==> src/rtl/irq_prio_pkg.sv <==
package irq_prio_pkg;

    localparam int VEC_W     = 8;
    localparam int NUM_VEC   = 1 << VEC_W;
    localparam int WORD_W    = 32;
    localparam int NUM_WORDS = NUM_VEC / WORD_W;
    localparam int WSEL_W    = $clog2(NUM_WORDS);
    localparam int REG_AW    = WSEL_W + 2;
    localparam int DATA_W    = 32;
    localparam int CLASS_W   = 4;

    typedef logic [VEC_W-1:0] vec_t;

    typedef struct packed {
        logic valid;
        vec_t vec;
    } scan_t;

    typedef struct packed {
        logic valid;
        vec_t vec;
        logic level;
    } arrival_t;

    typedef enum logic [1:0] {
        RGN_SCALAR = 2'd0,
        RGN_ISR    = 2'd1,
        RGN_TMR    = 2'd2,
        RGN_IRR    = 2'd3
    } region_e;

    localparam logic [WSEL_W-1:0] SC_TPR = WSEL_W'(0);
    localparam logic [WSEL_W-1:0] SC_SVR = WSEL_W'(1);
    localparam logic [WSEL_W-1:0] SC_PPR = WSEL_W'(2);

    localparam int SVR_EN_BIT  = 8;
    localparam int SVR_DIR_BIT = 12;
    localparam logic [DATA_W-1:0] SVR_KEEP  = 32'h0000_11FF;
    localparam logic [DATA_W-1:0] SVR_RESET = 32'h0000_00FF;

    function automatic logic [CLASS_W-1:0] prio_class(input vec_t v);
        return v[VEC_W-1 -: CLASS_W];
    endfunction

    function automatic vec_t class_floor(input vec_t v);
        return {prio_class(v), {(VEC_W-CLASS_W){1'b0}}};
    endfunction

endpackage

==> src/rtl/vec_scan.sv <==
module vec_scan
    import irq_prio_pkg::*;
#(
    parameter int NV = NUM_VEC,
    parameter int WW = WORD_W
) (
    input  logic [NV-1:0] bits,
    output scan_t         res
);
    localparam int NW = NV / WW;
    localparam int BW = $clog2(WW);

    logic          word_any [NW];
    logic [BW-1:0] word_top [NW];

    function automatic logic [BW-1:0] top_in_word(input logic [WW-1:0] w);
        logic [BW-1:0] idx;
        idx = '0;
        for (int b = 0; b < WW; b++) begin
            if (w[b]) idx = BW'(b);
        end
        return idx;
    endfunction

    for (genvar g = 0; g < NW; g++) begin : g_word
        assign word_any[g] = |bits[g*WW +: WW];
        assign word_top[g] = top_in_word(bits[g*WW +: WW]);
    end

    always_comb begin
        res = '0;
        for (int w = 0; w < NW; w++) begin
            if (word_any[w]) begin
                res.valid = 1'b1;
                res.vec   = VEC_W'(w * WW) + VEC_W'(word_top[w]);
            end
        end
    end

endmodule

==> src/rtl/prio_eval.sv <==
module prio_eval
    import irq_prio_pkg::*;
(
    input  vec_t  tpr,
    input  scan_t isr_top,
    input  scan_t irr_top,
    output vec_t  ppr,
    output logic  pending
);
    vec_t isrv;

    always_comb begin
        isrv = isr_top.valid ? isr_top.vec : '0;
        if (prio_class(tpr) >= prio_class(isrv)) ppr = tpr;
        else                                      ppr = class_floor(isrv);
    end

    always_comb begin
        pending = 1'b0;
        if (irr_top.valid) begin
            if (ppr == '0) pending = 1'b1;
            else           pending = prio_class(irr_top.vec) > prio_class(ppr);
        end
    end

endmodule

==> src/rtl/vec_sets.sv <==
module vec_sets
    import irq_prio_pkg::*;
#(
    parameter int NV = NUM_VEC
) (
    input  logic          clk,
    input  logic          rst,
    input  arrival_t      arr,
    input  logic          ack_take,
    input  vec_t          ack_vec,
    input  logic          eoi_take,
    input  vec_t          eoi_vec,
    output logic [NV-1:0] irr,
    output logic [NV-1:0] isr,
    output logic [NV-1:0] tmr,
    output logic          arr_new
);

    assign arr_new = arr.valid & ~irr[arr.vec];

    always_ff @(posedge clk) begin
        if (rst) begin
            irr <= '0;
            isr <= '0;
            tmr <= '0;
        end else begin
            // Retirement first, then acknowledge, then arrival: later wins.
            if (eoi_take) isr[eoi_vec] <= 1'b0;
            if (ack_take) begin
                irr[ack_vec] <= 1'b0;
                isr[ack_vec] <= 1'b1;
            end
            if (arr.valid) begin
                irr[arr.vec] <= 1'b1;
                tmr[arr.vec] <= arr.level;
            end
        end
    end


    irr_set_chk: assert property (@(posedge clk) disable iff (rst)
        arr.valid |=> irr[$past(arr.vec)]);


    tmr_kind_chk: assert property (@(posedge clk) disable iff (rst)
        arr.valid |=> (tmr[$past(arr.vec)] == $past(arr.level)));


    ack_move_chk: assert property (@(posedge clk) disable iff (rst)
        (ack_take && !(arr.valid && arr.vec == ack_vec))
        |=> (!irr[$past(ack_vec)] && isr[$past(ack_vec)]));


    eoi_clear_chk: assert property (@(posedge clk) disable iff (rst)
        (eoi_take && !(ack_take && ack_vec == eoi_vec)) |=> !isr[$past(eoi_vec)]);

endmodule

==> src/rtl/irq_prio_ctrl.sv <==
module irq_prio_ctrl
    import irq_prio_pkg::*;
(
    input  logic              clk,
    input  logic              rst,
    input  logic              arr_valid,
    input  logic [VEC_W-1:0]  arr_vector,
    input  logic              arr_level,
    output logic              arr_new,
    input  logic              cpu_tpr_we,
    input  logic [CLASS_W-1:0] cpu_tpr_nib,
    input  logic              reg_we,
    input  logic [REG_AW-1:0] reg_addr,
    input  logic [DATA_W-1:0] reg_wdata,
    output logic [DATA_W-1:0] reg_rdata,
    input  logic              ack,
    output logic [VEC_W-1:0]  ack_vector,
    input  logic              eoi,
    output logic              eoi_bcast,
    output logic [VEC_W-1:0]  eoi_bcast_vector,
    output logic              int_out
);

    logic [NUM_VEC-1:0] irr, isr, tmr;
    scan_t              irr_top, isr_top;
    vec_t               tpr, ppr;
    logic [DATA_W-1:0]  svr;
    logic               pending, sw_en, ack_take, eoi_take;
    arrival_t           arr;

    region_e            rgn;
    logic [WSEL_W-1:0]  sub;

    assign arr   = '{valid: arr_valid, vec: arr_vector, level: arr_level};
    assign sw_en = svr[SVR_EN_BIT];
    assign rgn   = region_e'(reg_addr[REG_AW-1 -: 2]);
    assign sub   = reg_addr[WSEL_W-1:0];

    vec_scan #(.NV(NUM_VEC), .WW(WORD_W)) u_irr_scan (.bits(irr), .res(irr_top));
    vec_scan #(.NV(NUM_VEC), .WW(WORD_W)) u_isr_scan (.bits(isr), .res(isr_top));

    prio_eval u_prio (
        .tpr     (tpr),
        .isr_top (isr_top),
        .irr_top (irr_top),
        .ppr     (ppr),
        .pending (pending)
    );

    assign ack_take = ack & sw_en & pending;
    assign eoi_take = eoi & isr_top.valid;

    vec_sets #(.NV(NUM_VEC)) u_sets (
        .clk      (clk),
        .rst      (rst),
        .arr      (arr),
        .ack_take (ack_take),
        .ack_vec  (irr_top.vec),
        .eoi_take (eoi_take),
        .eoi_vec  (isr_top.vec),
        .irr      (irr),
        .isr      (isr),
        .tmr      (tmr),
        .arr_new  (arr_new)
    );

    assign int_out          = sw_en & pending;
    assign ack_vector       = (sw_en && pending) ? irr_top.vec : svr[VEC_W-1:0];
    assign eoi_bcast        = eoi_take & tmr[isr_top.vec] & ~svr[SVR_DIR_BIT];
    assign eoi_bcast_vector = isr_top.vec;

    // Scalar registers: task priority and spurious vector.
    always_ff @(posedge clk) begin
        if (rst) begin
            tpr <= '0;
            svr <= SVR_RESET;
        end else begin
            if (reg_we && rgn == RGN_SCALAR && sub == SC_TPR)
                tpr <= reg_wdata[VEC_W-1:0];
            else if (cpu_tpr_we)
                tpr <= {cpu_tpr_nib, {(VEC_W-CLASS_W){1'b0}}};
            if (reg_we && rgn == RGN_SCALAR && sub == SC_SVR)
                svr <= reg_wdata & SVR_KEEP;
        end
    end

    always_comb begin
        reg_rdata = '0;
        unique case (rgn)
            RGN_SCALAR: begin
                if (sub == SC_TPR)      reg_rdata = DATA_W'(tpr);
                else if (sub == SC_SVR) reg_rdata = svr;
                else if (sub == SC_PPR) reg_rdata = DATA_W'(ppr);
            end
            RGN_ISR: reg_rdata = isr[sub*WORD_W +: WORD_W];
            RGN_TMR: reg_rdata = tmr[sub*WORD_W +: WORD_W];
            RGN_IRR: reg_rdata = irr[sub*WORD_W +: WORD_W];
            default: reg_rdata = '0;
        endcase
    end


    bcast_src_chk: assert property (@(posedge clk) disable iff (rst)
        eoi_bcast |-> (eoi && !svr[SVR_DIR_BIT]));


    ack_idle_chk: assert property (@(posedge clk) disable iff (rst)
        (ack && !int_out && !arr_valid) |=> $stable(irr));


    int_has_req_chk: assert property (@(posedge clk) disable iff (rst)
        int_out |-> irr_top.valid);


    svr_mask_chk: assert property (@(posedge clk) disable iff (rst)
        (svr & ~SVR_KEEP) == '0);

endmodule

==> config.mk <==
export PLATFORM = sky130hd
export DESIGN_NAME = irq_prio_ctrl
export DESIGN_NICKNAME = d
export VERILOG_FILES = /design/src/rtl/irq_prio_pkg.sv /design/src/rtl/vec_scan.sv /design/src/rtl/prio_eval.sv /design/src/rtl/vec_sets.sv /design/src/rtl/irq_prio_ctrl.sv
export SDC_FILE = /design/constraint.sdc
export NUM_CORES = 2
export LEC_CHECK = 0
export BUFFER_PORTS_ARGS = -buffer_cell sky130_fd_sc_hd__buf_2
export CAP_MARGIN = 10
export CORE_MARGIN = 4
export CORE_UTILIZATION = 25
export CTS_BUF_LIST = sky130_fd_sc_hd__clkbuf_4 sky130_fd_sc_hd__clkbuf_8
export DETAILED_ROUTE_END_ITERATION = 10
export PLACE_DENSITY = 0.36
export SYNTH_ARGS = -nofsm -noshare
export SYNTH_HDL_FRONTEND = slang
export SYNTH_SLANG_ARGS = --single-unit
==> constraint.sdc <==
create_clock -name clk -period 21.2 [get_ports clk]
set_clock_uncertainty 0.15 [all_clocks]
set_input_delay 1.06 -clock clk [delete_from_list [all_inputs] [get_ports clk]]
set_output_delay 1.06 -clock clk [all_outputs]
set_load 0.01 [all_outputs]
# After elaboration in Yosys (flattened, before gate mapping)
# Index checks and enable logic that the tools add are counted.
# W data, S select, Z words.
[classes] bitwise_logic=15 order_cmp=8 n_shift=3 n_reduce_logical=27 eq_ne=5 n_mux=540 addsub=14
[op_table] op="$mux W256" count=6
[op_table] op="$mux W5" count=256
[op_table] op="$shiftx A256 B9 Y32" count=3
[op_table] op="$and A256 B256 Y256" count=2
[op_table] op="$mux W4" count=128
[op_table] op="$not A256 Y256" count=2
[op_table] op="$or A256 B256 Y256" count=2
[op_table] op="$reduce_or A32 Y1" count=16
[op_table] op="$bwmux W256" count=1
[op_table] op="$mux W3" count=64
[op_table] op="$mux W9" count=16
[op_table] op="$pmux W32 S4" count=1
[op_table] op="$mux W2" count=32
[op_table] op="$mux W8" count=6
[op_table] op="$add A7 B5 Y8 const A" count=4
[op_table] op="$add A8 B5 Y8 const A" count=4
[op_table] op="$lt A8 B9 Y1 const B" count=3
[op_table] op="$mux W13" count=2
[op_table] op="$demux W1 S8" count=3
[op_table] op="$ge A8 B1 Y1 const B" count=3
[op_table] op="$mux W1" count=23
[op_table] op="$add A7 B6 Y8 const A" count=2
[op_table] op="$bmux W1 S8" count=2
[op_table] op="$add A6 B5 Y7 const A" count=2
[op_table] op="14 further kinds" count=29
[totals] in_bits=57 regBits=786

# Depth between registers and ports, before layout
[depth] depth_word=50 mapped_depth=27 depth_no_buf=24

# Hierarchy
# From an unflattened synthesis, not the netlist that was laid out.
[hier_totals] cells_unflattened=5965 hier_area_um2=46151.8
[by_module_without_submodules] module="vec_sets" area_each_um2=29569.6 cells_per_inst=3513 seq_area_each_um2=15374.7 instances=1
[by_module_without_submodules] module="irq_prio_ctrl" area_each_um2=10276.1 cells_per_inst=1339 seq_area_each_um2=360.3 instances=1
[by_module_without_submodules] module="vec_scan" area_each_um2=2977.9 cells_per_inst=533 seq_area_each_um2=0.0 instances=2
[by_module_without_submodules] module="prio_eval" area_each_um2=350.3 cells_per_inst=47 seq_area_each_um2=0.0 instances=1

# Worst setup path before layout
# Ideal clock, no wire load.
[synth_path] path_type="register to output" startpoint="register u_sets.isr[40]" endpoint="output ack_vector[2]" path_stages_with_launch=22 slack_ns=14.292 arrival_ns=5.698 path_buffers=0 path_cell_list="dfxtp_1 -> or4_1 -> or4b_4 -> o211a_1 -> o311a_4 -> o31ai_4 -> ha_1 -> nand2b_1 -> a21o_1 -> a21o_1 -> a21oi_1 -> mux2_4 -> ha_1 -> nor2b_1 -> o21ai_0 -> nand2b_1 -> a21oi_1 -> a41oi_1 -> o21ai_4 -> a31o_4 -> inv_4 -> mux2_2"
[synth_between] elab_chain_len=40
[synth_lines] element="start: declaration" line="vec_sets.sv:14" text="output logic [NV-1:0] isr,"
[synth_lines] element="start signal: assignment" line="vec_sets.sv:24" text="isr <= '0;"
[synth_lines] element="start signal: indexed assignment" line="vec_sets.sv:28" text="if (eoi_take) isr[eoi_vec] <= 1'b0;"
[synth_lines] element="start signal: indexed assignment" line="vec_sets.sv:31" text="isr[ack_vec] <= 1'b1;"
[synth_lines] element="$mux W4 (8 in series)" line="vec_scan.sv:20" text="if (w[b]) idx = BW'(b);"
[synth_lines] element="$mux W5 (16 in series)" line="vec_scan.sv:20"
[synth_lines] element="$add A6 B5 Y7" line="vec_scan.sv:35" text="res.vec = VEC_W'(w * WW) + VEC_W'(word_top[w]);"
[synth_lines] element="$mux W9 (*) (7 in series)" line="vec_scan.sv:33" text="if (word_any[w]) begin"
[synth_lines] element="$mux W8 (*)" line="prio_eval.sv:13" text="isrv = isr_top.valid ? isr_top.vec : '0;"
[synth_lines] element="$ge A4 B4 Y1" line="prio_eval.sv:14" text="if (prio_class(tpr) >= prio_class(isrv)) ppr = tpr;"
[synth_lines] element="$mux W8 (*)" line="prio_eval.sv:14"
[synth_lines] element="$gt A4 B4 Y1 or $logic_not A8 Y1 (tied branches)" line="prio_eval.sv:22, prio_eval.sv:21"
[synth_lines] element="$mux W1 (*)" line="prio_eval.sv:21" text="if (ppr == '0) pending = 1'b1;"
[synth_lines] element="$mux W1 (*)" line="prio_eval.sv:20" text="if (irr_top.valid) begin"
[synth_lines] element="$logic_and A1 B1 Y1 (*)" line="irq_prio_ctrl.sv:68" text="assign ack_vector = (sw_en && pending) ? irr_top.vec : svr[VEC_W-1:0];"
[synth_lines] element="$mux W8 (*)" line="irq_prio_ctrl.sv:68"
[synth_lines] element="end: declaration" line="irq_prio_ctrl.sv:17" text="output logic [VEC_W-1:0] ack_vector,"
# Every way passes the cells marked *; elsewhere a longest branch is shown, timed or not.

# Final worst setup path
[layout_path] startpoint="register u_sets.isr[181]" endpoint="output ack_vector[3]"
[layout_between] elab_chain_len=23
[layout_lines] element="$mux W5 (11 in series)" line="vec_scan.sv:20"
[layout_lines] element="$add A8 B5 Y8" line="vec_scan.sv:35"
[layout_lines] element="$mux W9 (*) (3 in series)" line="vec_scan.sv:33"
[layout_lines] element="$mux W8 (*)" line="prio_eval.sv:13"
[layout_lines] element="$ge A4 B4 Y1" line="prio_eval.sv:14"
[layout_lines] element="$mux W8 (*)" line="prio_eval.sv:14"
[layout_lines] element="$gt A4 B4 Y1 or $logic_not A8 Y1 (tied branches)" line="prio_eval.sv:22, prio_eval.sv:21"
[layout_lines] element="$mux W1 (*)" line="prio_eval.sv:21"
[layout_lines] element="$mux W1 (*)" line="prio_eval.sv:20"
[layout_lines] element="$logic_and A1 B1 Y1 (*)" line="irq_prio_ctrl.sv:68"
[layout_lines] element="$mux W8 (*)" line="irq_prio_ctrl.sv:68"
# Marked as above.

==> results by group <==
Timing
  – Post-layout min period: roughly 10 ns
  – Tcrit/Tclk final: between 40% and 50%
  – Max Fclk: just under 0.1 GHz
  – Final worst slack: roughly 11 ns
  – Slew Limit Fails: 0
  – Final Setup Violations: 0
  – RSZ-0062 raised after global routing: no
  – Rel. slew slack: 4.11%
  – Setup TNS: 0 ns
  – Hold Fails Final Rpt: 0
  – Worst-Margin Slew: 1.40 ns

Global routing
  – Initial antenna violation count: 24
  – Vias in the first global route: 48.8k
  – Largest net degree at the start of global routing: approximately 190
  – GRT Residual Overflow: 0
  – Tot GR Track Use: between 20% and 30%
  – First-pass GRT wire length: around 430000 µm

Floorplan
  – I/O pins: between 100 and 150
  – Core ar.: roughly 200000 µm²
  – Die Y: approximately 450 µm
  – Initial Util: about a quarter
  – Cell Rows: approximately 160
  – Die W: roughly 450 µm
  – Die footprint: 203000 µm²

Yosys
  – Register area share after synthesis: ~32%
  – Syn_nets: ~6.4k
  – Post-Synthesis Cells: approximately 6.3k
  – Post-Syn Area: slightly below 50000 µm²
  – Library cell with the highest instance count after synthesis: nor2_1
  – Number of flops mapped to enable cells by yosys: 0
  – Post-synth cell types: 98
  – Synthesized flop and latch total: around 800
  – Top-area cell type share of the netlist area: 32.1%
  – Synth top area cells: dfxtp_1 32%, mux2i_1 8.2%, nor2_1 7.0%
  – Mean post-synth cell area: approximately 7.8 µm²
  – Area leader, netlist: dfxtp_1
  – Syn. warnings: 0
  – Ys async rst share: 0%
  – Main flop type after synthesis: dfxtp_1
  – Post-synth top cells: 915 x nor2_1, 786 x dfxtp_1, 649 x a21oi_1

CTS
  – Clk_lat worst skew: between 0.9 and 1 ns
  – Post-CTS Resized: 0
  – H-tree lvl count: 4
  – Clk sinks: just under 800
  – CTS Buffer Depth: 3
  – CTS tree: done
  – CTS clk-pin slew, worst paths: roughly 0.060 ns
  – CTS Hold Bufs: 0
  – Root Driver: clkbuf_8
  – Cts bufs inserted: between 150 and 200
  – Post-CTS setup buffer count: 0

Power
  – Pwr Density: between 70 and 80 nW/µm²
  – Max VDD drop: 56.7 µV
  – P_leak: ~18 nW

Placement
  – Routability cong.: approximately 0.96
  – DP Worst Slack: between 10 and 15 ns
  – DP HPWL: roughly 230000 µm
  – Cell count after placement: between 8k and 9k
  – Port bufs: between 80 and 90

Worst setup path
  – R2R setup slack: 12.02 ns
  – Critical path capture point type: primary output
  – Required @ worst endpoint: 19.99 ns
  – CP Max Fanout: 12
  – Critical Path Source Type: flop
  – Arrival time worst endpoint: approximately 8.9 ns
  – CP Class: reg -> out

Route
  – DRT Pass-1 Iters: 6
  – Routed WL: 318000 µm
  – Drt drc: 0
  – WL per Instance: approximately 36 µm
  – Via count: 53.5k
  – Routed vias/inst: around 6.0
  – 1st-iter DRT viols: roughly 6.9k
  – Antenna viol nets, final: 0

Finish
  – Fin nets: a little over 6k
  – Syn-to-layout area delta: 13.2%
  – Share of cells above drive strength 1: a little over an eighth
  – Non-filler cells, final: around 8.9k
  – Core Util, Final: 28.5%

Run
  – Max cap viols: 0

Outcome
  – Status: complete, no violations

Min path
  – Hold Crit Class: in -> reg
[routing by layer]
metal | up-vias | share of wire [%] | GRT usage [%]
met3 | 515 | 8.7 | 6.43
met4 | 6 | 5.8 | 15.5
met2 | 2763 | 42 | 43.9
met5 | - | 0.013 | 0
li1 | 23200 | - | -
met1 | 27000 | 43 | 41.1
[through the flow]
stage | hold slack [ns] | power (mW) | instance area [µm²]
after floorplan | 0.294 | 1.81 | 49000
after global placement | 0.308 | 2.13 | 51900
after detailed placement | 0.312 | 2.13 | 51900
after CTS | 0.0599 | 3.93 | 55400
after global routing | 0.155 | 3.99 | 55400
final | 0.166 | 3.91 | 55500
[critical path, cell delays in order (launching register included)]
cell,delay [ns]
dfxtp_1,0.37
nor4_1,0.82
nand4_1,0.55
nor2_1,0.65
o211ai_1,0.29
a31o_1,0.28
buf_4,0.25
inv_1,0.51
ha_1,0.35
a21o_1,0.16
a21o_1,0.17
a21oi_1,0.70
mux2i_4,0.38
ha_1,0.27
nor2b_1,0.13
o21ai_0,0.17
nand2b_1,0.08
a21oi_1,0.14
a41oi_1,0.08
o21ai_4,0.50
a31o_4,0.36
inv_4,0.18
mux2_2,0.36
buf_2,0.15
[cell type report]
class / count / area, µm²
clock inverter: 31 / 374
multi-input combinational: 4855 / 31000
tap: 2624 / 3280
fill: 21400 / 140000
inverter: 122 / 467
sequential: 786 / 15700
timing repair buffer: 208 / 1460
clock buffer: 253 / 3120
antenna: 25 / 62.6
[where the power goes]
part	internal [mW]	leakage [nW]	switching, mW	total, mW
sequential	1.48	6.33	0.00418	1.48
clock	0.990	1.86	0.808	1.80
combinational	0.106	10.2	0.518	0.624
[cells by family after synthesis]
kind of cell / share of synthesized area, %
simple gates: 20.2
compound gates: 26.6
flops: 32.1
buf+inv: 5.29
mux: 15.6
fa+ha+maj: 0.204
[flip-flops by register name (all words and copies together) (netlist names)]
signal	flops
u_sets.isr	256
tpr	8
svr	10
u_sets.tmr	256
u_sets.irr	256
[layout by cell type, fill, tap and decap left out, types with 46 or more instances in the layout]
cell        n
o21ai_1    58
nand3_1   127
a211oi_1  242
o41ai_1    94
mux4_2    141
clkbuf_8  196
o22ai_1    46
clkbuf_4   58
buf_2      78
o21ai_0   442
dfxtp_1   786
inv_1     117
buf_4     120
nor3_1    223
a21oi_1   647
o311ai_0   50
mux2i_1   400
o211ai_1  183
nor2_1    893
nand2_1   581
nor4_1    123
[final timing paths]
path | end | from | cells after the start
setup / recovery | ack_vector[3] | u_sets.isr[181] | 23
hold / removal | svr[6] | reg_wdata[6] | 3
setup reg to reg | u_sets.isr[181] | u_sets.isr[181] | 25
hold reg to reg | u_sets.tmr[5] | u_sets.tmr[5] | 2
No activity file was read; power rests on OpenSTA's default activity.
